### src/rtl/segcache_pkg.sv
`timescale 1ns/1ps
package segcache_pkg;
  localparam int NENT  = 8;
  localparam int IDX_W = $clog2(NENT);

  localparam logic [IDX_W-1:0] IX_ES  = 3'd0;
  localparam logic [IDX_W-1:0] IX_CS  = 3'd1;
  localparam logic [IDX_W-1:0] IX_SS  = 3'd2;
  localparam logic [IDX_W-1:0] IX_DS  = 3'd3;
  localparam logic [IDX_W-1:0] IX_GDT = 3'd4;
  localparam logic [IDX_W-1:0] IX_LDT = 3'd5;
  localparam logic [IDX_W-1:0] IX_IDT = 3'd6;
  localparam logic [IDX_W-1:0] IX_TSS = 3'd7;

  localparam logic [7:0] RM_RIGHTS = 8'h82;

  // Tables without any rights byte of their own
  function automatic logic no_rights(input logic [IDX_W-1:0] idx);
    return (idx == IX_GDT) || (idx == IX_IDT) || (idx == IX_TSS);
  endfunction

  // Program segments (ES..DS)
  function automatic logic is_prog(input logic [IDX_W-1:0] idx);
    return idx < IX_GDT;
  endfunction

  // Rights byte as seen by software and by the checker
  function automatic logic [7:0] view_rights(input logic [IDX_W-1:0] idx,
                                             input logic [7:0] raw);
    logic [7:0] v;
    if (no_rights(idx))      v = 8'hFF;
    else if (idx == IX_LDT)  v = {raw[7], 7'h7F};
    else                     v = raw;
    return v;
  endfunction
endpackage

### src/rtl/segcache_wrmux.sv
`timescale 1ns/1ps
module segcache_wrmux
  import segcache_pkg::*;
#(
  parameter int BASE_W = 24,
  parameter int LIM_W  = 16,
  parameter int SEL_W  = 16
) (
  input  logic              pmode_i,
  input  logic              ld_en_i,
  input  logic [IDX_W-1:0]  ld_idx_i,
  input  logic [SEL_W-1:0]  ld_selector_i,
  input  logic [BASE_W-1:0] ld_base_i,
  input  logic [LIM_W-1:0]  ld_limit_i,
  input  logic [7:0]        ld_rights_i,
  input  logic              rs_en_i,
  input  logic [IDX_W-1:0]  rs_idx_i,
  input  logic [SEL_W-1:0]  rs_selector_i,
  input  logic [BASE_W-1:0] rs_base_i,
  input  logic [LIM_W-1:0]  rs_limit_i,
  input  logic [7:0]        rs_rights_i,
  output logic              wr_en_o,
  output logic [IDX_W-1:0]  wr_idx_o,
  output logic [SEL_W-1:0]  wr_sel_o,
  output logic [BASE_W-1:0] wr_base_o,
  output logic [LIM_W-1:0]  wr_limit_o,
  output logic              wr_limit_en_o,
  output logic [7:0]        wr_rights_o
);
  localparam int SHIFTED_W = SEL_W + 4;

  logic [SHIFTED_W-1:0] rm_base_wide;
  assign rm_base_wide = {ld_selector_i, 4'h0};

  always_comb begin
    wr_en_o       = rs_en_i | ld_en_i;
    wr_idx_o      = ld_idx_i;
    wr_sel_o      = ld_selector_i;
    wr_base_o     = ld_base_i;
    wr_limit_o    = ld_limit_i;
    wr_limit_en_o = 1'b1;
    wr_rights_o   = ld_rights_i | 8'h01;
    if (rs_en_i) begin
      // restore has priority and is stored raw
      wr_idx_o    = rs_idx_i;
      wr_sel_o    = rs_selector_i;
      wr_base_o   = rs_base_i;
      wr_limit_o  = rs_limit_i;
      wr_rights_o = rs_rights_i;
    end else if (!pmode_i) begin
      wr_base_o     = BASE_W'(rm_base_wide);
      wr_limit_en_o = 1'b0;
      wr_rights_o   = RM_RIGHTS;
    end
  end
endmodule

### src/rtl/segcache_regs.sv
`timescale 1ns/1ps
module segcache_regs
  import segcache_pkg::*;
#(
  parameter int                BASE_W      = 24,
  parameter int                LIM_W       = 16,
  parameter int                SEL_W       = 16,
  parameter logic [SEL_W-1:0]  RST_CS_SEL  = 16'hF000,
  parameter logic [BASE_W-1:0] RST_CS_BASE = 24'hFF0000
) (
  input  logic              clk,
  input  logic              rst_n,
  input  logic              wr_en_i,
  input  logic [IDX_W-1:0]  wr_idx_i,
  input  logic [SEL_W-1:0]  wr_sel_i,
  input  logic [BASE_W-1:0] wr_base_i,
  input  logic [LIM_W-1:0]  wr_limit_i,
  input  logic              wr_limit_en_i,
  input  logic [7:0]        wr_rights_i,
  output logic [SEL_W-1:0]  sel_q    [NENT],
  output logic [BASE_W-1:0] base_q   [NENT],
  output logic [LIM_W-1:0]  limit_q  [NENT],
  output logic [7:0]        rights_q [NENT]
);
  for (genvar g = 0; g < NENT; g++) begin : g_ent
    localparam logic [IDX_W-1:0] GI = IDX_W'(g);
    // GDT, LDT and TSS caches keep their contents across reset
    localparam bit KEEP = (GI == IX_GDT) || (GI == IX_LDT) || (GI == IX_TSS);
    localparam logic [SEL_W-1:0]  SEL_RV  = (GI == IX_CS) ? RST_CS_SEL  : '0;
    localparam logic [BASE_W-1:0] BASE_RV = (GI == IX_CS) ? RST_CS_BASE : '0;

    logic              hit, lim_we;
    logic [SEL_W-1:0]  sel_r,  sel_d;
    logic [BASE_W-1:0] base_r, base_d;
    logic [LIM_W-1:0]  lim_r,  lim_d;
    logic [7:0]        rt_r,   rt_d;

    always_comb begin
      hit    = wr_en_i && (wr_idx_i == GI);
      lim_we = hit && wr_limit_en_i;
      sel_d  = hit    ? wr_sel_i    : sel_r;
      base_d = hit    ? wr_base_i   : base_r;
      lim_d  = lim_we ? wr_limit_i  : lim_r;
      rt_d   = hit    ? wr_rights_i : rt_r;
    end

    always_ff @(posedge clk or negedge rst_n) begin
      if (!rst_n) sel_r <= SEL_RV;
      else        sel_r <= sel_d;
    end

    if (KEEP) begin : g_keep
      always_ff @(posedge clk) begin
        base_r <= base_d;
        lim_r  <= lim_d;
        rt_r   <= rt_d;
      end
    end else begin : g_rst
      always_ff @(posedge clk or negedge rst_n) begin
        if (!rst_n) begin
          base_r <= BASE_RV;
          lim_r  <= '1;
          rt_r   <= RM_RIGHTS;
        end else begin
          base_r <= base_d;
          lim_r  <= lim_d;
          rt_r   <= rt_d;
        end
      end
    end

    assign sel_q[g]    = sel_r;
    assign base_q[g]   = base_r;
    assign limit_q[g]  = lim_r;
    assign rights_q[g] = rt_r;
  end
endmodule

### src/rtl/segcache_chk.sv
`timescale 1ns/1ps
module segcache_chk
  import segcache_pkg::*;
#(
  parameter int BASE_W = 24,
  parameter int LIM_W  = 16
) (
  input  logic              clk,
  input  logic              rst_n,
  input  logic              acc_en_i,
  input  logic [IDX_W-1:0]  acc_idx_i,
  input  logic [LIM_W-1:0]  acc_off_i,
  input  logic [1:0]        acc_len_i,
  input  logic [BASE_W-1:0] seg_base_i,
  input  logic [LIM_W-1:0]  seg_limit_i,
  input  logic [7:0]        seg_rights_i,
  output logic              acc_vld_o,
  output logic              acc_fault_o,
  output logic [BASE_W-1:0] acc_lin_o
);
  logic [LIM_W:0]    last_byte;
  logic              past_top, exp_down, lim_fault, inval, fault_d;
  logic [BASE_W-1:0] lin_d;

  always_comb begin
    last_byte = {1'b0, acc_off_i} + (LIM_W+1)'(acc_len_i);
    past_top  = last_byte > {1'b0, seg_limit_i};
    exp_down  = is_prog(acc_idx_i) && !seg_rights_i[3] && seg_rights_i[2];
    lim_fault = exp_down ? (acc_off_i <= seg_limit_i) : past_top;
    inval     = !no_rights(acc_idx_i) && !seg_rights_i[7];
    fault_d   = inval || lim_fault;
    lin_d     = fault_d ? '0 : (seg_base_i + BASE_W'(acc_off_i));
  end

  always_ff @(posedge clk or negedge rst_n) begin
    if (!rst_n) begin
      acc_vld_o   <= 1'b0;
      acc_fault_o <= 1'b0;
      acc_lin_o   <= '0;
    end else begin
      acc_vld_o <= acc_en_i;
      if (acc_en_i) begin
        acc_fault_o <= fault_d;
        acc_lin_o   <= lin_d;
      end
    end
  end

  // an invalid program segment or local table always faults
  p_invalid_faults_r8: assert property (@(posedge clk) disable iff (!rst_n)
    $past(acc_en_i && !no_rights(acc_idx_i) && !seg_rights_i[7]) |-> acc_fault_o);

  // a result appears one cycle after each request
  p_result_follows_r11: assert property (@(posedge clk) disable iff (!rst_n)
    $past(acc_en_i) |-> acc_vld_o);

  // no linear address is presented together with a fault
  p_no_lin_on_fault_r11: assert property (@(posedge clk) disable iff (!rst_n)
    (acc_vld_o && acc_fault_o) |-> (acc_lin_o == '0));

  // a faulting system table access was out of its limit
  p_sys_fault_is_limit_r9: assert property (@(posedge clk) disable iff (!rst_n)
    ($past(acc_en_i && no_rights(acc_idx_i)) && acc_fault_o) |->
      $past(({1'b0, acc_off_i} + (LIM_W+1)'(acc_len_i)) > {1'b0, seg_limit_i}));
endmodule

### src/rtl/segcache_unit.sv
`timescale 1ns/1ps
module segcache_unit
  import segcache_pkg::*;
#(
  parameter int                BASE_W      = 24,
  parameter int                LIM_W       = 16,
  parameter int                SEL_W       = 16,
  parameter logic [SEL_W-1:0]  RST_CS_SEL  = 16'hF000,
  parameter logic [BASE_W-1:0] RST_CS_BASE = 24'hFF0000
) (
  input  logic              clk,
  input  logic              rst_n,
  input  logic              pmode_i,
  input  logic              ld_en_i,
  input  logic [2:0]        ld_idx_i,
  input  logic [SEL_W-1:0]  ld_selector_i,
  input  logic [BASE_W-1:0] ld_base_i,
  input  logic [LIM_W-1:0]  ld_limit_i,
  input  logic [7:0]        ld_rights_i,
  input  logic              rs_en_i,
  input  logic [2:0]        rs_idx_i,
  input  logic [SEL_W-1:0]  rs_selector_i,
  input  logic [BASE_W-1:0] rs_base_i,
  input  logic [LIM_W-1:0]  rs_limit_i,
  input  logic [7:0]        rs_rights_i,
  input  logic              acc_en_i,
  input  logic [2:0]        acc_idx_i,
  input  logic [LIM_W-1:0]  acc_off_i,
  input  logic [1:0]        acc_len_i,
  output logic              acc_vld_o,
  output logic              acc_fault_o,
  output logic [BASE_W-1:0] acc_lin_o,
  input  logic [2:0]        rd_idx_i,
  output logic [SEL_W-1:0]  rd_selector_o,
  output logic [BASE_W-1:0] rd_base_o,
  output logic [LIM_W-1:0]  rd_limit_o,
  output logic [7:0]        rd_rights_o,
  output logic [1:0]        cpl_o
);
  logic              wr_en, wr_limit_en;
  logic [IDX_W-1:0]  wr_idx;
  logic [SEL_W-1:0]  wr_sel;
  logic [BASE_W-1:0] wr_base;
  logic [LIM_W-1:0]  wr_limit;
  logic [7:0]        wr_rights;

  logic [SEL_W-1:0]  sel_q    [NENT];
  logic [BASE_W-1:0] base_q   [NENT];
  logic [LIM_W-1:0]  limit_q  [NENT];
  logic [7:0]        rights_q [NENT];

  logic [7:0]        acc_rights;

  segcache_wrmux #(.BASE_W(BASE_W), .LIM_W(LIM_W), .SEL_W(SEL_W)) wrmux_i (
    .pmode_i       (pmode_i),
    .ld_en_i       (ld_en_i),
    .ld_idx_i      (ld_idx_i),
    .ld_selector_i (ld_selector_i),
    .ld_base_i     (ld_base_i),
    .ld_limit_i    (ld_limit_i),
    .ld_rights_i   (ld_rights_i),
    .rs_en_i       (rs_en_i),
    .rs_idx_i      (rs_idx_i),
    .rs_selector_i (rs_selector_i),
    .rs_base_i     (rs_base_i),
    .rs_limit_i    (rs_limit_i),
    .rs_rights_i   (rs_rights_i),
    .wr_en_o       (wr_en),
    .wr_idx_o      (wr_idx),
    .wr_sel_o      (wr_sel),
    .wr_base_o     (wr_base),
    .wr_limit_o    (wr_limit),
    .wr_limit_en_o (wr_limit_en),
    .wr_rights_o   (wr_rights)
  );

  segcache_regs #(
    .BASE_W(BASE_W), .LIM_W(LIM_W), .SEL_W(SEL_W),
    .RST_CS_SEL(RST_CS_SEL), .RST_CS_BASE(RST_CS_BASE)
  ) regs_i (
    .clk           (clk),
    .rst_n         (rst_n),
    .wr_en_i       (wr_en),
    .wr_idx_i      (wr_idx),
    .wr_sel_i      (wr_sel),
    .wr_base_i     (wr_base),
    .wr_limit_i    (wr_limit),
    .wr_limit_en_i (wr_limit_en),
    .wr_rights_i   (wr_rights),
    .sel_q         (sel_q),
    .base_q        (base_q),
    .limit_q       (limit_q),
    .rights_q      (rights_q)
  );

  assign acc_rights = view_rights(acc_idx_i, rights_q[acc_idx_i]);

  segcache_chk #(.BASE_W(BASE_W), .LIM_W(LIM_W)) chk_i (
    .clk          (clk),
    .rst_n        (rst_n),
    .acc_en_i     (acc_en_i),
    .acc_idx_i    (acc_idx_i),
    .acc_off_i    (acc_off_i),
    .acc_len_i    (acc_len_i),
    .seg_base_i   (base_q[acc_idx_i]),
    .seg_limit_i  (limit_q[acc_idx_i]),
    .seg_rights_i (acc_rights),
    .acc_vld_o    (acc_vld_o),
    .acc_fault_o  (acc_fault_o),
    .acc_lin_o    (acc_lin_o)
  );

  assign rd_selector_o = sel_q[rd_idx_i];
  assign rd_base_o     = base_q[rd_idx_i];
  assign rd_limit_o    = limit_q[rd_idx_i];
  assign rd_rights_o   = view_rights(rd_idx_i, rights_q[rd_idx_i]);
  assign cpl_o         = rights_q[IX_SS][6:5];

  // a real-mode load leaves the fixed rights byte
  p_rm_rights_r2: assert property (@(posedge clk) disable iff (!rst_n)
    $past(ld_en_i && !rs_en_i && !pmode_i) |-> (rights_q[$past(ld_idx_i)] == RM_RIGHTS));

  // a protected-mode load leaves the accessed bit set
  p_pm_accessed_r3: assert property (@(posedge clk) disable iff (!rst_n)
    $past(ld_en_i && !rs_en_i && pmode_i) |-> rights_q[$past(ld_idx_i)][0]);

  // loading SS in protected mode moves the privilege level to its DPL
  p_cpl_from_ss_r4: assert property (@(posedge clk) disable iff (!rst_n)
    $past(ld_en_i && !rs_en_i && pmode_i && (ld_idx_i == IX_SS)) |->
      (cpl_o == $past(ld_rights_i[6:5])));

  // a restore stores its base untouched even when a load competes
  p_restore_wins_r5: assert property (@(posedge clk) disable iff (!rst_n)
    $past(rs_en_i) |-> (base_q[$past(rs_idx_i)] == $past(rs_base_i)));
endmodule

### config.mk
export PLATFORM = sky130hd
export DESIGN_NAME = segcache_unit
export DESIGN_NICKNAME = d
export VERILOG_FILES = /design/src/rtl/segcache_pkg.sv /design/src/rtl/segcache_wrmux.sv /design/src/rtl/segcache_regs.sv /design/src/rtl/segcache_chk.sv /design/src/rtl/segcache_unit.sv
export SDC_FILE = /design/constraint.sdc
export NUM_CORES = 1
export LEC_CHECK = 0
export CAP_MARGIN = 20
export CORE_MARGIN = 5
export CORE_UTILIZATION = 45
export DETAILED_ROUTE_END_ITERATION = 10
export GPL_ROUTABILITY_DRIVEN = 0
export PLACE_DENSITY = 0.65
export SETUP_SLACK_MARGIN = 0.3
export SLEW_MARGIN = 20
export SYNTH_ARGS = -nofsm -noshare
export SYNTH_HDL_FRONTEND = slang
export SYNTH_SLANG_ARGS = --single-unit
### constraint.sdc
create_clock -name clk -period 6 [get_ports clk]
set_input_delay 1.2 -clock clk [delete_from_list [all_inputs] [get_ports clk]]
set_output_delay 1.2 -clock clk [all_outputs]
set_load 0.03 [all_outputs]
==> results.md, run 1 <==
* Netlist cell types at 56
* Fmax at just over 0.2 GHz
* CTS sink count at around 500
* DR pass1 iterations at 5
* Dpl hpwl at 48.7 mm
* CP Cell Sequence: clkbuf_8 -> buf_4 -> mux4_2 -> mux2_2 -> clkdlybuf4s50_1
* Initial antenna violation count at 3
* Residual DRC at 0
* Status: completed
* Die Area at 63,100 um2
* GRT met3 Usage at under 10%
* Boundary pin count at 256
* GRT busiest layer: met2
* Max stage delay cell, worst path: clkdlybuf4s50_1
* P_leak at 12.6 nW
* Minimum clock period at 4.84 ns
* Clock Latency Late Sink at around 0.60 ns
* FILL cells at 4,957
* Post-Syn Nets at approximately 2,400
* Ys async rst share at between 70% and 80%
* Critical Path Fanout Max at 47
* H-tree levels at 2
* Initial drt markers at 1,404
* Row cnt at 88
* Final period util at 80.6%
* Dpl cell area at 29,500 um2
* Port bufs at 254
* Slew @ Worst Pin at 1.06 ns
* Leading cell type in the layout, fill and taps excluded: nand2_1
* Dominant synthesized flop cell: dfrtp_1
* Routed WL at 73.0 mm
* Drt wl/cell at 22.9 um
* Area grow syn2layout at 19.3%
* Final setup viols at 0
* Fin nets at 2,586
* Die Span Y at ~250 um
* CTS tree: built
* Initial Util at 45.4%
* WP data arrival at 3.64 ns
* Max-slew violations at 0
* Post-CTS Setup Repair Bufs at 0
* Pwr dens at 359 nW/um2
* RSZ-0062 raised after global routing: false
* Core Util, Final at between 50% and 60%
* CTS Buf Count at 55
* CTS root buf: clkbuf_16
* Core area at between 50,000 and 60,000 um2
* Mean Syn Cell Area at 12.0 um2
* Setup CP Type: input pin to output pin
* Footprint of the multi-input gates at 11,900 um2
* Vias in the first global route at 19,233
* Skew final at 0.0199 ns
* Clk buf depth at 3
* Grt met2 use at a little under two fifths
* TNS Setup at 0 ns
* Design Area, Final at 31,300 um2
* Max stage delay on crit path at 0.60 ns
* CP endpoint kind: output pin
* Vias per cell at 5.78
* Sequential share of the synthesized area at 51.2%
* Crit start category: input pin
* CP bufs+invs at 3
* Post-route ant nets at 0
* Commonest non-fill, non-tap cells in the layout: nand2_1, o21ai_0, dfrtp_1
* Reg2Reg Setup Slack at around 2.2 ns
* Worst-path clk slew at 0.06 ns
* Gr usage total at 23.0%
* Max IR drop VDD at 0.220 mV
* Layout cells sized above 1 at 21.5%
* Global route total overflow at 0
* Rel. slew slack at between 20% and 30%
* Number of synthesized flops with an enable pin at 121
* Delay-heaviest family, CP: buffers and inverters
* Synth warn at 0
* Die Width at 251 um
* CTS Hold Bufs at 0
* Register area at 13,400 um2
* First-pass GRT wire length at 113 mm
* Required time worst endpoint at 4.80 ns
* Gates resized, CTS repair at 0
* Yosys reg bits at slightly above 500
* Met1 usage at 31.9%
* Mapped cell area at around 26,000 um2
* Overall power at 11.2 mW
* Max-cap violations at 0
* Routed vias at 18,381
* Post-Synthesis Cells at 2,181
* Largest net degree at the start of global routing at between 150 and 200
* Final Hold Vio Count at 0
* Hold WC Path Type: flop to flop
area by class of cell:
cell class                      count  area share, %
Multi-Input combinational cell   1431           38.0
Tap cell                          765           3.06
Sequential cell                   507           42.9
Timing Repair Buffer              295           9.37
Clock buffer                       89           5.40
Inverter                           80          0.961
Clock inverter                     14          0.260
Antenna cell                        1        0.00801
report_power, final:
part	internal, mW	total (mW)	switching (mW)
combinational	1.46	3.08	1.63
sequential	4.40	4.85	0.447
clock	1.92	3.30	1.38
through the flow:
stage                     setup slack (ns)  hold WS (ns)  instances
after CTS                             1.08         0.478       3181
after detailed placement             0.669         0.465       3078
after global routing                 0.811         0.496       3181
after global placement               0.748         0.456       3078
after floorplan                      0.628         0.444       2181
final                                 1.16         0.473       3182
cell families (layout without fill, tap and decap cells):
kind of cell	count (synthesis)	in the layout	share of synthesized area (%)
xor+xnor	32	32	1.07
fa+ha+maj	52	52	2.54
mux	348	348	23.4
other cells	0	1	0
simple gates	493	493	7.67
compound gates	506	506	10.4
buf+inv	243	478	3.66
flops	507	507	51.2
worst paths after layout:
check	from	endpoint	depth (start not counted)
worst max-delay path	rd_idx_i[0]	rd_selector_o[2]	5
min in group asynchronous	rst_n	chk_i.acc_lin_o[8]$_DFFE_PN0P_	1
worst max register to register	regs_i.g_ent[2].base_r[0]$_DFFE_PN0P_	chk_i.acc_lin_o[22]$_DFFE_PN0P_	11
max in group asynchronous	rst_n	regs_i.g_ent[3].sel_r[10]$_DFFE_PN0P_	2
worst min register to register	regs_i.g_ent[6].sel_r[8]$_DFFE_PN0P_	regs_i.g_ent[6].sel_r[8]$_DFFE_PN0P_	2
worst min-delay path	regs_i.g_ent[6].sel_r[8]$_DFFE_PN0P_	regs_i.g_ent[6].sel_r[8]$_DFFE_PN0P_	2
cells in the mapped netlist (all sizes together), types with 3 or more instances:
cell type / number / area share [%]
nand2: 320 / 4.6
o21ai: 314 / 6.0
dfrtp: 286 / 27
mux4: 200 / 17
clkbuf: 124 / 1.8
edfxtp: 121 / 14
a21oi: 106 / 2.0
nor2: 102 / 1.5
dfstp: 100 / 10
inv: 80 / 1.1
mux2: 75 / 3.2
mux2i: 73 / 2.8
ha: 50 / 2.4
buf: 39 / 0.74
o22ai: 24 / 0.57
nand3: 20 / 0.38
xnor2: 17 / 0.57
xor2: 15 / 0.50
a22oi: 14 / 0.40
or2: 12 / 0.29
nand4: 10 / 0.24
a21o: 9 / 0.26
nor2b: 8 / 0.19
and3: 6 / 0.14
o211ai: 6 / 0.17
a211oi: 5 / 0.14
a31oi: 5 / 0.12
nor4: 4 / 0.096
a2111oi: 3 / 0.10
o32ai: 3 / 0.10
or4: 3 / 0.086
layer usage:
metal	wire [um]	up-vias
met5	27	-
met4	1900	4
met3	5010	101
met2	34800	596
met1	31300	9282
li1	-	8398
flip-flops by register name (all words and copies together) (netlist names):
signal	cells
regs_i.g_ent.base_r	192
regs_i.g_ent.lim_r	128
regs_i.g_ent.sel_r	128
regs_i.g_ent.rt_r	33
chk_i.acc_lin_o	24
chk_i.acc_fault_o	1
chk_i.acc_vld_o	1
tightest hold or removal path, stage by stage (launching register included):
cell and delay (ns):
dfrtp_1 0.34, nand2_1 0.04, o21ai_0 0.06
(Power assumes the default switching activity.)
==> inputs of run 2 (changes only) <==
--- a/config.mk
+++ b/config.mk
@@ -10,7 +10,7 @@
 export CORE_UTILIZATION = 45
 export DETAILED_ROUTE_END_ITERATION = 10
 export GPL_ROUTABILITY_DRIVEN = 0
-export PLACE_DENSITY = 0.65
+export PLACE_DENSITY = 0.68
 export SETUP_SLACK_MARGIN = 0.3
 export SLEW_MARGIN = 20
 export SYNTH_ARGS = -nofsm -noshare
==> constraint.sdc (replaced) <==
create_clock -name clk -period 3.95 [get_ports clk]
set_input_delay 0.79 -clock clk [delete_from_list [all_inputs] [get_ports clk]]
set_output_delay 0.79 -clock clk [all_outputs]
set_load 0.03 [all_outputs]
==> results.md, run 2 (synthesis gave the netlist of run 1 again) <==
* Status: completed
* RSZ-0062 raised after global routing: false
* Layout cells sized above 1 at about 28%
* Drt wl/cell at 22.6 um
* Vias per cell at between 5 and 6
* Clock Latency Late Sink at 0.62 ns
* Total inserted antenna cells at 0
* Boundary pin count at 256
* Die Width at 251 um
* Fmax at around 0.28 GHz
* CP startpoint: rd_idx_i[0]
* Slew @ Worst Pin at 1.04 ns
* Max IR drop VDD at 0.367 mV
* Sw Share at 30.7%
* Max-slew violations at 0
* Port bufs at 254
* CP Cell Sequence: buf_8 -> buf_12 -> mux4_2 -> mux2_2 -> clkdlybuf4s50_1
* Initial Util at 45.4%
* Required time worst endpoint at 3.16 ns
* CTS sink count at approximately 510
* CP endpoint kind: output pin
* Final setup viols at 0
* Routed WL at 74.5 mm
* Pwr dens at around 540 nW/um2
* Internal power at ~12 mW
* Overall power at 17.4 mW
* Combinational group share of total power at between 20 and 30%
* Fin nets at 2,704
* Core area at 57,700 um2
* CTS Hold Bufs at 0
* CTS tree: built
* WP data arrival at between 2 and 3 ns
* Largest net degree at the start of global routing at 109
* Setup CP Type: input pin to output pin
* WHS at ~0.23 ns
* Area grow syn2layout at 24.1%
* DR pass1 iterations at 7
* Max-cap violations at 0
* Worst-path clk slew at 0.06 ns
* First-pass GRT wire length at approximately 110 mm
* Pre-CTS worst setup slack at -0.361 ns
* Die Span Y at 251 um
* Clock group share of total power at between 20% and 30%
* Commonest non-fill, non-tap cells in the layout: nand2_1, o21ai_0, dfrtp_1
* H-tree levels at 2
* Dpl hpwl at 51.3 mm
* Max reg flops at 192
* Design Area, Final at 32,500 um2
* Reg2Reg Capture Point: chk_i.acc_lin_o[14]$_DFFE_PN0P_
* Global route total overflow at 0
* Final Hold Vio Count at 0
* Reg2Reg Setup Slack at slightly below 0.7 ns
* Residual DRC at 0
* CTS root buf: clkbuf_16
* Clk buf depth at 3
* Hold WC Path Type: input pin to async pin
* Final period util at about 90%
* CTS Buf Count at 53
* Skew final at 0.0312 ns
* Max stage delay cell, worst path: clkdlybuf4s50_1
* Routed vias at 18,973
* RR Startpoint: regs_i.g_ent[3].base_r[0]$_DFFE_PN0P_
* Post-Layout Cell Count at 3,298
* Die Area at 63,100 um2
* Critical Path Fanout Max at 21
* Top flop regs: regs_i.g_ent.base_r (192), regs_i.g_ent.lim_r (128), regs_i.g_ent.sel_r (128)
* Crit start category: input pin
* Max stage delay on crit path at ~0.6 ns
* P_leak at 13.4 nW
* Leading cell type in the layout, fill and taps excluded: nand2_1
* Post-route ant nets at 0
* R2R depth at 10
* Final worst setup slack at 0.395 ns
* Flop pwr share at 42.3%
* Vias in the first global route at 19,638
* Gr usage total at 23.2%
* P_sw at 5.36 mW
* Initial antenna violation count at 2
* Minimum clock period at 3.56 ns
* Top reg by flops: regs_i.g_ent.base_r
* Rel. slew slack at 31.0%
* Inst Count DP at approximately 3,200
* Initial drt markers at about 1,400
* Row cnt at 88
* Dpl cell area at 30,500 um2
-- run 2: cell type report --
| cell class | count | area [um2] |
|---|---|---|
| Tap cell | 765 | 957 |
| Inverter | 80 | 300 |
| Sequential cell | 507 | 13400 |
| Fill cell | 4794 | 25200 |
| Multi-Input combinational cell | 1431 | 12100 |
| Clock inverter | 21 | 201 |
| Clock buffer | 79 | 1580 |
| Timing Repair Buffer | 415 | 3980 |
-- run 2: worst max path at each step --
stage	endpoint	slack [ns]	cells past startpoint
after global routing	rd_limit_o[10]	0.35	5
after CTS	chk_i.acc_lin_o[6]$_DFFE_PN0P_	0.31	18
after global placement	chk_i.acc_fault_o$_DFFE_PN0P_	-0.35	18
after floorplan	chk_i.acc_lin_o[14]$_DFFE_PN0P_	-0.05	15
after detailed placement	chk_i.acc_lin_o[6]$_DFFE_PN0P_	-0.36	16
final	rd_selector_o[15]	0.39	5
-- run 2: power by group through the flow --
stage          clock network (mW)  registers [mW]  logic, mW
6_report                     5.04            7.38       5.03
5_1_grt                      5.35            7.52       5.47
4_1_cts                      5.13            7.37       4.97
3_5_place_dp                    0            7.45       4.94
3_3_place_gp                    0            7.33       4.79
2_1_floorplan                   0            7.36       3.05
-- run 2: per-stage QoR --
stage | setup TNS [ns] | utilization, %
after global placement | -8.34 | 52.8
after CTS | 0 | 55.9
after global routing | 0 | 56.3
after detailed placement | -8.20 | 52.8
after floorplan | -0.196 | -
final | 0 | 56.3
-- run 2: layer usage --
metal / vias to the layer above / track usage [%] / part of all wire (%)
li1: 8643 / - / -
met1: 9604 / 32.0 / 42
met2: 623 / 38.4 / 49
met3: 101 / 5.05 / 7.0
met4: 2 / 4.99 / 2.0
met5: - / 0 / 0.017
-- run 2: critical path, delay by kind of cell --
kind / cells / cell delay (ns)
muxes: 2 / 0.85
buffers and inverters: 3 / 1.10
-- run 2: repair_timing --
item / CTS / global route
setup endpoints to repair: 25 / 27
cloned: 0 / 1
pin swaps: 0 / 11
gates resized for setup: 3 / 37
setup buffers: 0 / 3
==> inputs of run 3 (changes only) <==
--- a/config.mk
+++ b/config.mk
@@ -10,7 +10,7 @@
 export CORE_UTILIZATION = 45
 export DETAILED_ROUTE_END_ITERATION = 10
 export GPL_ROUTABILITY_DRIVEN = 0
-export PLACE_DENSITY = 0.68
+export PLACE_DENSITY_LB_ADDON = 0.1
 export SETUP_SLACK_MARGIN = 0.3
 export SLEW_MARGIN = 20
 export SYNTH_ARGS = -nofsm -noshare
==> results.md, run 3 (synthesis gave the netlist of run 1 again) <==
* Status: completed
* Overall power at 17.4 mW
* TNS Setup at 0 ns
* Final setup viols at 0
* FILL cells at 4,939
* CTS Hold Bufs at 0
* Hold WC Path Type: input pin to async pin
* RSZ-0062 raised after global routing: false
* Rel. slew slack at 36.2%
* Combinational group share of total power at 28.2%
* Top Metal Used: met5
* Initial Util at 45.4%
* Vias per cell at 5.63
* Die Area at 63,100 um2
* Routed WL at 75.3 mm
* First-pass GRT wire length at roughly 120 mm
* Final worst setup slack at 0.389 ns
* Met2 wire len at 37.8 mm
* Clock Latency Late Sink at about 0.62 ns
* Required time worst endpoint at about 3.2 ns
* Sw Share at 30.6%
* Core area at 57,700 um2
* Area grow syn2layout at 23.3%
* Vias in the first global route at 19,280
* Top reg by flops: regs_i.g_ent.base_r
* Total inserted antenna cells at 0
* WP data arrival at about 2.8 ns
* CTS Buf Count at 55
* Top flop regs: regs_i.g_ent.base_r (192), regs_i.g_ent.lim_r (128), regs_i.g_ent.sel_r (128)
* Worst-path clk slew at roughly 0.06 ns
* Max IR drop VDD at 0.347 mV
* Boundary pin count at 256
* Final period util at 90.1%
* Commonest non-fill, non-tap cells in the layout: nand2_1, o21ai_0, dfrtp_1
* Routed vias at 18,475
* Critical Path Fanout Max at 18
* Max-cap violations at 0
* Initial drt markers at 1,173
* Dpl hpwl at 52.4 mm
* Largest net degree at the start of global routing at 97
* Post-route ant nets at 0
* Pwr dens at 538 nW/um2
* Inst Count DP at 3,180
* Layout cells sized above 1 at 26.2%
* CTS root buf: clkbuf_16
* Minimum clock period at 3.56 ns
* Register area at 13,400 um2
* Metal-1 WL at about 33 mm
* Residual DRC at 0
* Flop pwr share at approximately 42%
* Clk buf depth at 3
* Met3 wire len at 3.51 mm
* Fin nets at 2,688
* Gr usage total at between 20% and 30%
* Clock group share of total power at 29.4%
* Leading cell type in the layout, fill and taps excluded: nand2_1
* Crit start category: input pin
* RR Startpoint: regs_i.g_ent[2].base_r[0]$_DFFE_PN0P_
* CTS sink count at 507
* Post-Layout Cell Count at 3,284
* Setup CP Type: input pin to output pin
* Die Span Y at 251 um
* Skew final at 0.0221 ns
* Row cnt at 88
* Die Width at 251 um
* CTS tree: built
* Internal power at 12.1 mW
* Pre-CTS worst setup slack at -0.398 ns
* P_sw at between 5 and 6 mW
* Fmax at 0.281 GHz
* CP startpoint: rd_idx_i[0]
* Final Hold Vio Count at 0
* H-tree levels at 2
* Footprint of the multi-input gates at 11,900 um2
* Post-CTS Setup Repair Bufs at 0
* Max-slew violations at 0
* DR pass1 iterations at 5
* P_leak at 13.3 nW
* CP endpoint kind: output pin
* Port bufs at around 250
* Global route total overflow at 0
* Max reg flops at 192
* Initial antenna violation count at 2
* Slew @ Worst Pin at 0.956 ns
* Drt wl/cell at 22.9 um
==> run 3: cell types whose count changed in the layout (fill, tap and decap cells not counted), moves of 3 or more <==
cell	before	now
buf_12	22	28
buf_4	174	148
buf_6	5	0
clkbuf_1	14	20
clkdlybuf4s50_1	206	218
clkinv_1	4	1
dlymetal6s2s_1	4	0
o22ai_1	11	24
o22ai_2	13	0
==> run 3: what timing repair did <==
item	CTS	global route
endpoints found under the setup margin	24	25
pin swaps	0	1
resized for setup	1	7
==> run 3: final cells by class <==
cell class / instances / area share [%]
Sequential cell: 507 / 41.5
Multi-Input combinational cell: 1431 / 37.0
Timing Repair Buffer: 397 / 12.0
Clock buffer: 84 / 4.95
Tap cell: 765 / 2.96
Inverter: 80 / 0.930
Clock inverter: 20 / 0.600
==> run 3: power groups by stage <==
stage	Sequential, mW	Clock (mW)	Combinational (mW)
after floorplan	7.36	0	3.05
after global placement	7.37	0	4.83
after detailed placement	7.45	0	4.93
after CTS	7.36	5.22	4.95
after global routing	7.52	5.45	5.36
final	7.37	5.12	4.90
==> run 3: worst paths after layout <==
path,end,slack (ns),depth (start not counted)
worst max register to register,chk_i.acc_lin_o[14]$_DFFE_PN0P_,0.77,10
max in group asynchronous,regs_i.g_ent[1].sel_r[12]$_DFFE_PN1P_,2.79,2
worst min-delay path,chk_i.acc_lin_o[5]$_DFFE_PN0P_,0.19,1
min in group clk,regs_i.g_ent[6].sel_r[4]$_DFFE_PN0P_,0.47,2
worst min register to register,regs_i.g_ent[6].sel_r[4]$_DFFE_PN0P_,0.47,2
worst max-delay path,rd_base_o[17],0.39,5
==> run 3: per-stage QoR <==
stage | area, um2 | hold slack, ns | utilization, %
2_1_floorplan | 26300 | 0.444 | -
3_3_place_gp | 30500 | 0.456 | 52.8
4_1_cts | 32300 | 0.212 | 55.9
3_5_place_dp | 30500 | 0.465 | 52.8
5_1_grt | 32300 | 0.237 | 56.0
6_report | 32300 | 0.186 | 56.0
==> run 3: critical path: stages <==
cell	delay, ns
clkbuf_8	0.29
buf_12	0.23
mux4_2	0.52
mux2_2	0.29
clkdlybuf4s50_1	0.64
==> run 3: metal layers <==
metal  track usage, %  vias up
met5                0        -
met4             5.05        2
met3             3.21       82
met2             41.1      437
met1             32.6     9351
li1                 -     8603
